**config.mk**
```make
export PLATFORM = sky130hd
export DESIGN_NAME = emx_exec
export DESIGN_NICKNAME = d
export VERILOG_FILES = /design/src/rtl/emx_pkg.sv /design/src/rtl/emx_field_check.sv /design/src/rtl/emx_entry_build.sv /design/src/rtl/emx_exec.sv
export SDC_FILE = /design/constraint.sdc
export NUM_CORES = 1
export LEC_CHECK = 0
export ABC_AREA = 1
export BUFFER_PORTS_ARGS = -buffer_cell sky130_fd_sc_hd__buf_2
export CAP_MARGIN = 20
export CORE_MARGIN = 4
export CORE_UTILIZATION = 51
export DETAILED_ROUTE_END_ITERATION = 7
export MAX_ROUTING_LAYER = met4
export PLACE_DENSITY = 0.75
export SYNTH_ARGS = -nofsm -noshare
export SYNTH_HDL_FRONTEND = slang
export SYNTH_SLANG_ARGS = --single-unit
```
**constraint.sdc**
```tcl
create_clock -name clk -period 4.55 [get_ports clk]
set_clock_uncertainty 0.15 [all_clocks]
set_input_delay 0.91 -clock clk [delete_from_list [all_inputs] [get_ports clk]]
set_output_delay 0.91 -clock clk [all_outputs]
set_load 0.02 [all_outputs]
```
**src/rtl/emx_pkg.sv**
```systemverilog
package emx_pkg;
  typedef enum logic [2:0] {
    ST_IDLE, ST_RD_EV, ST_RD_COL, ST_LOOKUP, ST_CHECK, ST_WR_LO, ST_WR_HI
  } emx_state_e;

  localparam logic [1:0] EMX_OK      = 2'd0;
  localparam logic [1:0] EMX_DROPPED = 2'd1;
  localparam logic [1:0] EMX_MEMERR  = 2'd2;

  localparam int            INTNUM_W = 24;
  localparam int            COLL_W   = 16;
  localparam logic [9:0]    SPURIOUS = 10'd1023;

  typedef struct packed {
    logic [31:0] int_num;
    logic [31:0] event_id;
  } emx_dw2_t;
endpackage

```
**src/rtl/emx_field_check.sv**
```systemverilog
module emx_field_check
  import emx_pkg::*;
#(
  parameter int DEVID_W  = 32,
  parameter int ADDR_W   = 52,
  parameter int LPI_BASE = 8192
) (
  input  logic                full_form,
  input  logic [DEVID_W-1:0]  dev_id,
  input  logic [63:0]         dw2,
  input  logic [COLL_W-1:0]   coll_in,
  input  logic [ADDR_W-3:0]   dte,
  input  logic [DEVID_W-1:0]  max_devid,
  input  logic [COLL_W-1:0]   max_collid,
  input  logic [4:0]          id_bits,
  output logic                accept,
  output logic [31:0]         event_id,
  output logic [31:0]         int_num
);
  localparam int NCHK = 5;

  emx_dw2_t    f2;
  logic [32:0] ev_limit;
  logic [32:0] int_limit;
  logic [NCHK-1:0] reject;

  assign f2        = emx_dw2_t'(dw2);
  assign event_id  = f2.event_id;
  assign int_num   = full_form ? f2.int_num : f2.event_id;
  assign ev_limit  = 33'd1 << ({1'b0, dte[5:1]} + 6'd1);
  assign int_limit = 33'd1 << ({1'b0, id_bits} + 6'd1);

  always_comb begin
    reject[0] = dev_id > max_devid;
    reject[1] = coll_in > max_collid;
    reject[2] = ~dte[0];
    reject[3] = {1'b0, f2.event_id} > ev_limit;
    reject[4] = full_form &&
                ((f2.int_num < 32'(LPI_BASE)) || ({1'b0, f2.int_num} > int_limit));
  end

  assign accept = ~|reject;
endmodule

```
**src/rtl/emx_entry_build.sv**
```systemverilog
module emx_entry_build
  import emx_pkg::*;
#(
  parameter int ADDR_W = 52
) (
  input  logic [ADDR_W-3:0]   dte,
  input  logic [31:0]         event_id,
  input  logic [INTNUM_W-1:0] int_num,
  input  logic [COLL_W-1:0]   coll_id,
  output logic [63:0]         lo_word,
  output logic [31:0]         hi_word,
  output logic [ADDR_W-1:0]   lo_addr,
  output logic [ADDR_W-1:0]   hi_addr
);
  localparam int ITT_W = ADDR_W - 8;

  logic [ADDR_W-1:0] base;
  logic [ADDR_W-1:0] ev_ext;

  assign base    = {dte[6 +: ITT_W], 8'h00};
  assign ev_ext  = ADDR_W'(event_id);
  assign lo_addr = base + (ev_ext << 3);
  assign hi_addr = base + ((ev_ext + ADDR_W'(8)) << 2);
  assign lo_word = {28'd0, SPURIOUS, int_num, 1'b1, 1'b1};
  assign hi_word = {{(32-COLL_W){1'b0}}, coll_id};
endmodule

```
**src/rtl/emx_exec.sv**
```systemverilog
module emx_exec
  import emx_pkg::*;
#(
  parameter int ADDR_W   = 52,
  parameter int DEVID_W  = 32,
  parameter int LPI_BASE = 8192
) (
  input  logic                clk,
  input  logic                rst,
  input  logic                start,
  input  logic                full_form,
  input  logic [DEVID_W-1:0]  dev_id,
  input  logic [ADDR_W-1:0]   cmd_addr,
  input  logic [DEVID_W-1:0]  cfg_max_devid,
  input  logic [15:0]         cfg_max_collid,
  input  logic [4:0]          cfg_id_bits,
  output logic                mem_req,
  output logic                mem_we,
  output logic                mem_wide,
  output logic [ADDR_W-1:0]   mem_addr,
  output logic [63:0]         mem_wdata,
  input  logic                mem_ack,
  input  logic                mem_err,
  input  logic [63:0]         mem_rdata,
  output logic                lkp_req,
  output logic [DEVID_W-1:0]  lkp_devid,
  input  logic                lkp_ack,
  input  logic                lkp_err,
  input  logic [ADDR_W-3:0]   lkp_entry,
  output logic                done,
  output logic [1:0]          status
);
  emx_state_e          state;
  logic                form_q;
  logic [ADDR_W-1:0]   base_q;
  logic [63:0]         dw2_q;
  logic [COLL_W-1:0]   coll_q;
  logic [ADDR_W-3:0]   dte_q;

  logic                accept;
  logic [31:0]         event_id;
  logic [31:0]         int_num;
  logic [63:0]         lo_word;
  logic [31:0]         hi_word;
  logic [ADDR_W-1:0]   lo_addr;
  logic [ADDR_W-1:0]   hi_addr;

  emx_field_check #(.DEVID_W(DEVID_W), .ADDR_W(ADDR_W), .LPI_BASE(LPI_BASE)) u_check (
    .full_form (form_q),
    .dev_id    (lkp_devid),
    .dw2       (dw2_q),
    .coll_in   (coll_q),
    .dte       (dte_q),
    .max_devid (cfg_max_devid),
    .max_collid(cfg_max_collid),
    .id_bits   (cfg_id_bits),
    .accept    (accept),
    .event_id  (event_id),
    .int_num   (int_num)
  );

  emx_entry_build #(.ADDR_W(ADDR_W)) u_build (
    .dte     (dte_q),
    .event_id(event_id),
    .int_num (int_num[INTNUM_W-1:0]),
    .coll_id (coll_q),
    .lo_word (lo_word),
    .hi_word (hi_word),
    .lo_addr (lo_addr),
    .hi_addr (hi_addr)
  );

  always_ff @(posedge clk) begin
    if (rst) begin
      state     <= ST_IDLE;
      form_q    <= 1'b0;
      base_q    <= '0;
      dw2_q     <= '0;
      coll_q    <= '0;
      dte_q     <= '0;
      mem_req   <= 1'b0;
      mem_we    <= 1'b0;
      mem_wide  <= 1'b0;
      mem_addr  <= '0;
      mem_wdata <= '0;
      lkp_req   <= 1'b0;
      lkp_devid <= '0;
      done      <= 1'b0;
      status    <= EMX_OK;
    end else begin
      case (state)
        ST_IDLE: begin
          done <= 1'b0;
          if (start) begin
            form_q    <= full_form;
            base_q    <= cmd_addr;
            lkp_devid <= dev_id;
            mem_req   <= 1'b1;
            mem_we    <= 1'b0;
            mem_wide  <= 1'b1;
            mem_addr  <= cmd_addr + ADDR_W'(8);
            state     <= ST_RD_EV;
          end
        end
        ST_RD_EV: begin
          if (mem_ack) begin
            if (mem_err) begin
              mem_req <= 1'b0;
              done    <= 1'b1;
              status  <= EMX_MEMERR;
              state   <= ST_IDLE;
            end else begin
              dw2_q    <= mem_rdata;
              mem_addr <= base_q + ADDR_W'(16);
              state    <= ST_RD_COL;
            end
          end
        end
        ST_RD_COL: begin
          if (mem_ack) begin
            mem_req <= 1'b0;
            if (mem_err) begin
              done   <= 1'b1;
              status <= EMX_MEMERR;
              state  <= ST_IDLE;
            end else begin
              coll_q  <= mem_rdata[COLL_W-1:0];
              lkp_req <= 1'b1;
              state   <= ST_LOOKUP;
            end
          end
        end
        ST_LOOKUP: begin
          if (lkp_ack) begin
            lkp_req <= 1'b0;
            if (lkp_err) begin
              done   <= 1'b1;
              status <= EMX_MEMERR;
              state  <= ST_IDLE;
            end else begin
              dte_q <= lkp_entry;
              state <= ST_CHECK;
            end
          end
        end
        ST_CHECK: begin
          if (!accept) begin
            done   <= 1'b1;
            status <= EMX_DROPPED;
            state  <= ST_IDLE;
          end else begin
            mem_req   <= 1'b1;
            mem_we    <= 1'b1;
            mem_wide  <= 1'b1;
            mem_addr  <= lo_addr;
            mem_wdata <= lo_word;
            state     <= ST_WR_LO;
          end
        end
        ST_WR_LO: begin
          if (mem_ack) begin
            if (mem_err) begin
              mem_req <= 1'b0;
              done    <= 1'b1;
              status  <= EMX_MEMERR;
              state   <= ST_IDLE;
            end else begin
              mem_wide  <= 1'b0;
              mem_addr  <= hi_addr;
              mem_wdata <= {32'd0, hi_word};
              state     <= ST_WR_HI;
            end
          end
        end
        ST_WR_HI: begin
          if (mem_ack) begin
            mem_req <= 1'b0;
            done    <= 1'b1;
            status  <= mem_err ? EMX_MEMERR : EMX_OK;
            state   <= ST_IDLE;
          end
        end
        default: state <= ST_IDLE;
      endcase
    end
  end
endmodule

```
### After elaboration in Yosys (flattened, before gate mapping)

Index checks and enable logic that the tools add are counted.

* multiply operators: 0
* $add $sub $neg: 7
* reductions and logical operators: 28
* shifts and indexed selects: 2
* bitwise logic cells: 3
* eq/ne operators: 23
* order comparisons: 5
* divide/modulo/power cells: 0
* multiplexer cells: 54

Operators by type and width (count)
* $mux W52: 6
* $pmux W52 S4: 1
* $mux W64: 3
* $pmux W64 S2: 1
* $add A52 B35 Y52: 2
* $gt A32 B33 Y1: 2
* $shl A1 B6 Y33 const A: 2
* $add A52 B4 Y52 const B: 1
* $add A52 B5 Y52 const B: 1
* $add A32 B4 Y33 const B: 1
* $gt A32 B32 Y1: 1
* $lt A32 B14 Y1 const B: 1
* $mux W3: 9
* $mux W24: 1
* $ne A2 B2 Y1 const B: 12
* $pmux W3 S7: 1
* $reduce_and A7 Y1: 3
* $mux W2: 9
* $mux W1: 17
* $gt A16 B16 Y1: 1
* $add A5 B1 Y6 const B: 2
* $reduce_and A3 Y1: 4
* $reduce_and A6 Y1: 2
* $reduce_bool A4 Y1: 3
* 22 further kinds: 36

* input bits: 259
* output and inout port bits: 155
* register bits after elaboration: 341
* ROM bits: 0
* latch bits: 0
* memory bits (writable): 0
* memories: 0
* word-level logic and storage cells: 137

### Longest topological paths before layout

* word-level depth: 8
* depth in mapped cells: 30
* mapped depth without buffers: 30

### Cells and area by module

Synthesis repeated with hierarchy kept, for this count alone.

* cells, all modules: 4680
* area, all modules: 27700.3 µm²

By module, submodules not included
* emx_exec: sequential area each 6826.5 µm², instances 1, area each 16269.4 µm², cells an instance 2452
* emx_entry_build: sequential area each 0.0 µm², instances 1, area each 7304.5 µm², cells an instance 1481
* emx_field_check: sequential area each 0.0 µm², instances 1, area each 4126.5 µm², cells an instance 747

### Least setup slack after synthesis

Ideal clock, no wire load.

* path kind: register to register
* from: reg dw2_q[4]
* to: reg mem_addr[47]
* data arrival time: 3391 ps
* required time: 4287 ps
* stages on the path, launching flop included: 27
* path slack: 896 ps
* buffers on the path: 0
* library setup time: 113 ps
* clock period less this slack: 3654 ps
* path through: dfxtp_1 ha_1 nand3_1 nor2_1 nand2_1 nor2_1 inv_1 nor2_1 nand3_1 nor2_1 and3_1 nand2_1 nor2_1 xor2_1 mux2i_1 ha_1 nand2_1 nor2_1 nand2_1 nor3_1 nand2_1 a21boi_0 nand3_1 nand3_1 nand2_1 nor2_1 nor2_1

* word-level cells in the longest chain between the ends: 5
* elaborated cells on any way between the ends: 11
* those cells by class: add/sub: 3; order compare: 1; eq/ne: 1; mux: 4; reduce/logical: 2

Ends and longest elaborated chain
* start, declared: RTL line emx_exec.sv:36 `logic [63:0] dw2_q;`
* start signal, assigned: RTL line emx_exec.sv:113 `dw2_q <= mem_rdata;`
* $add A32 B4 Y33: RTL line emx_entry_build.sv:23 `assign hi_addr = base + ((ev_ext + ADDR_W'(8)) << 2);`
* $add A52 B35 Y52: RTL line emx_entry_build.sv:23
* $mux W52: RTL line emx_exec.sv:162 `if (mem_err) begin`
* $mux W52: RTL line emx_exec.sv:161 `if (mem_ack) begin`
* $pmux W52 S4: RTL line emx_exec.sv:91 `case (state)`
* end signal, assigned: RTL line emx_exec.sv:101 `mem_addr <= cmd_addr + ADDR_W'(8);`
* end signal, assigned: RTL line emx_exec.sv:155 `mem_addr <= lo_addr;`
* end signal, assigned: RTL line emx_exec.sv:169 `mem_addr <= hi_addr;`
* end, declared: RTL line emx_exec.sv:20 `output logic [ADDR_W-1:0] mem_addr,`

Parallel ways exist; a longest one is shown, timed or not. The select of a mux whose other input is x is not followed.
A chain may end at the register's enable or synchronous reset.

### Worst setup path after layout

* from: reg state[0]
* to: reg mem_addr[28]

* word-level cells in the longest chain between the ends: 3
* elaborated cells on any way between the ends: 13
* those cells by class: eq/ne: 9; mux: 1; reduce/logical: 3

Ends and longest elaborated chain
* start, declared: RTL line emx_exec.sv:33 `emx_state_e state;`
* start signal, assigned: RTL line emx_exec.sv:75 `state <= ST_IDLE;`
* start signal, assigned: RTL line emx_exec.sv:102 `state <= ST_RD_EV;`
* start signal, assigned: RTL line emx_exec.sv:111 `state <= ST_IDLE;`
* $eq A3 B3 Y1, or another cell as far along: RTL line emx_exec.sv:91
* $reduce_bool A4 Y1 (no source line) / $ne A2 B2 Y1 (equally long branches)
* $reduce_and A7 Y1 (no source line)
* end signal, assigned: RTL line emx_exec.sv:101
* end signal, assigned: RTL line emx_exec.sv:114 `mem_addr <= base_q + ADDR_W'(16);`
* end signal, assigned: RTL line emx_exec.sv:155

Parallel ways exist; a longest one is shown, timed or not.

==> results.sh <==
export IMPL_grt_pass1_vias=21100
export IMPL_path_max_fanout=24
export IMPL_slew_violations=0
export IMPL_ys_top_cells_by_area="dfxtp_1 (29%), nand2_1 (14%), nor2_1 (9.5%)"
export IMPL_clk_latency_ns=0.55
export IMPL_antenna_found_initial=2
export IMPL_area_growth_syn_to_layout_pct=17.5
export IMPL_vias_per_cell=5.41
export IMPL_avgSynthCellArea_um2=6.25
export IMPL_design_area_um2=24700
export IMPL_r2r_start="state[0]"
export IMPL_initial_core_util=0.515
export IMPL_dieArea_um2=44500
export IMPL_die_x_um=211
export IMPL_period_share=0.909
export IMPL_cp_end_kind="register"
export IMPL_synth_area_um2=21000
export IMPL_cts_tree="yes"
export IMPL_cts_sinks=304
export IMPL_clkSlewWorstSetupHoldPaths_ns=0.06
export IMPL_drt_first_pass_iters=6
export IMPL_finalHoldViolCount=0
export IMPL_vdd_drop_max_mv=0.297
export IMPL_power_density_nw_per_um2=429
export IMPL_placementRows=74
export IMPL_nNetsFinal=4102
export IMPL_wl_met3_mm=6.43
export IMPL_drc=0
export IMPL_cts_max_level=2
export IMPL_ys_seq_area_frac=0.290
export IMPL_clockBufferDepth=3
export IMPL_cts_inserted_buffers=37
export IMPL_core_um2=40700
export IMPL_drt_initial_drc_count=2246
export IMPL_startpoint="state[0]"
export IMPL_routabilityCongestion=1.04
export IMPL_preCtsSetupSlack_ns=0.218
export IMPL_yosysTopAreaCell="dfxtp_1"
export IMPL_die_h_um=211
export IMPL_synth_top_area_share=0.290
export IMPL_crit_type="reg2reg"
export IMPL_worst_slew_pin_slew_ns=1.01
export IMPL_finalWirelength_mm=73.2
export IMPL_instances_no_fill=4261
export IMPL_p_leak_nw=11.8
export IMPL_grt_usage=0.323
export IMPL_r2r_slack_ns=0.41
export IMPL_finalSetupViolCount=0
export IMPL_ys_seq_elements=304
export IMPL_endpoint="mem_addr[28]"
export IMPL_final_core_util=0.605
export IMPL_clock_root_buffer="clkbuf_16"
export IMPL_fin_setup_tns_ns=0
export IMPL_synthArstFlopShare=0
export IMPL_wire_per_inst_um=17.2
export IMPL_netlist_instances=3355
export IMPL_drv_cap=0
export IMPL_start_kind="register"
export IMPL_highest_layer="met4"
export IMPL_layout_common_cells="nand2_1 (775), nor2_1 (525), buf_2 (385), inv_1 (359), dfxtp_1 (303)"
export IMPL_ios=414
export IMPL_io_buffers=385
export IMPL_grt_max_degree=96
export IMPL_place_inst=4193
export IMPL_min_from="base_q[1]"
export IMPL_final_common_cell="nand2_1"
export IMPL_antenna_left=0
export IMPL_wl_met1_mm=31.4
export IMPL_grt_pass1_wl_mm=113
export IMPL_regToRegEndpoint="mem_addr[28]"
export IMPL_placed_area_um2=23400
export IMPL_netlist_cell_type_count=55
export IMPL_vias=23100
export IMPL_cp_data_arrival_time_ns=4.48
export IMPL_reg2regPathDepth=20
export IMPL_post_cts_buffers=0
export IMPL_yosys_warnings=0
export IMPL_overflow=0
export IMPL_worstHoldPathType="reg2reg"
export IMPL_final_layout_size_suffix_gt1_frac=0.148
export IMPL_max_freq_mhz=242
export IMPL_met2WireLength_mm=33.1
export IMPL_synth_main_ff_cell="dfxtp_1"
export IMPL_period_minus_slack_ns=4.14
export IMPL_slew_headroom=0.327
export IMPL_synth_edf_count=0
export IMPL_required_ns=4.89
export IMPL_setup_ws_ns=0.414
export IMPL_dp_hpwl_mm=57.4
export IMPL_outcome="complete, no violations"
-- where the power goes --
part           leakage, nW  internal (mW)  switching [mW]  total (mW)
registers             2.48           3.17           0.398        3.57
logic                 8.70           1.32            2.62        3.94
clock network        0.596           1.84            1.22        3.06
total                 11.8           6.33            4.23        10.6
-- through the flow --
step / power (mW) / hold slack [ns]
2_1_floorplan: 6.25 / 0.275
3_3_place_gp: 7.47 / 0.288
3_5_place_dp: 7.49 / 0.292
4_1_cts: 10.6 / 0.301
5_1_grt: 11.3 / 0.328
6_report: 10.6 / 0.299
-- synthesized netlist by cell type, drive strengths merged (8+ instances only) --
master and count:
buf 65, a21oi 297, nand2 779, xor2 46, nand4 49, clkbuf 98, or2 13, xnor2 16
dfxtp 304, o221ai 9, ha 142, a31oi 19, o21ai 278, nor4 20, o211ai 23, nor2 537
inv 367, nor3 67, a21o 8, nand3 155, o21a 10, o22ai 9
-- sequential cells by signal, summed over array words and instances (netlist names), 2 cells and up --
| signal | count |
|---|---|
| base_q | 52 |
| coll_q | 16 |
| dte_q | 50 |
| dw2_q | 64 |
| lkp_devid | 32 |
| mem_addr | 52 |
| mem_wdata | 27 |
| state | 3 |
| status | 2 |
-- cell families (layout without fill, tap and decap cells) --
| family | count (synthesis) | count (layout) | share of synthesized area |
|---|---|---|---|
| and+or+nand+nor | 1633 | 1633 | 0.320 |
| AOI/OAI and AO/OA | 672 | 672 | 0.171 |
| buffers and inverters | 534 | 876 | 0.104 |
| DFF | 304 | 304 | 0.290 |
| adders and majority gates | 143 | 143 | 0.0856 |
| xor gates and xnor gates | 62 | 62 | 0.0259 |
| muxes | 6 | 6 | 0.00286 |
| other | 1 | 33 | 0.000179 |
-- worst min-delay path by stage --
| stage | to | slack (ns) | depth (start not counted) |
|---|---|---|---|
| floorplan | base_q[0] | 0.27 | 2 |
| global placement | base_q[1] | 0.29 | 2 |
| detailed placement | base_q[1] | 0.29 | 2 |
| CTS | base_q[1] | 0.30 | 2 |
| global route | mem_wdata[12] | 0.33 | 2 |
| finish | base_q[1] | 0.30 | 2 |
-- per-layer routing --
metal  global-route usage  vias to the layer above
li1                     -                    11600
met1                0.433                    10400
met2                0.498                      920
met3               0.0600                      149
met4               0.0999                        0
met5                    -                        -
-- final cells by class --
class                           count  area (µm²)
Clock buffer                       53        1090
Tap cell                          532         666
Sequential cell                   304        6090
Timing Repair Buffer              440        2380
Multi-Input combinational cell   2546       12900
Clock inverter                     12         149
Fill cell                        4102       16100
Antenna cell                        3        7.51
Inverter                          371        1400
-- worst max-delay path: stages (launching register included) --
cell,delay [ns]
dfxtp_1,0.44
inv_2,0.06
nor2_1,0.11
inv_2,0.08
nor2_2,0.22
buf_4,0.19
buf_4,0.25
nand2_1,0.12
o22ai_1,0.18
ha_1,0.32
a21oi_1,0.16
nand2_1,0.09
a21oi_1,0.31
o21ai_0,0.24
nand2_1,0.10
nand2_1,0.14
a21oi_1,0.30
nor2_1,0.08
o211ai_1,0.35
nor2_1,0.08
nor2_1,0.10
-- repair_timing --
| item | CTS | global route |
|---|---|---|
| hold buffers | 0 | 0 |
| resized for setup | 0 | 14 |
| setup endpoints to repair | 0 | 20 |
Note: power is estimated with default switching activity, not from simulation.
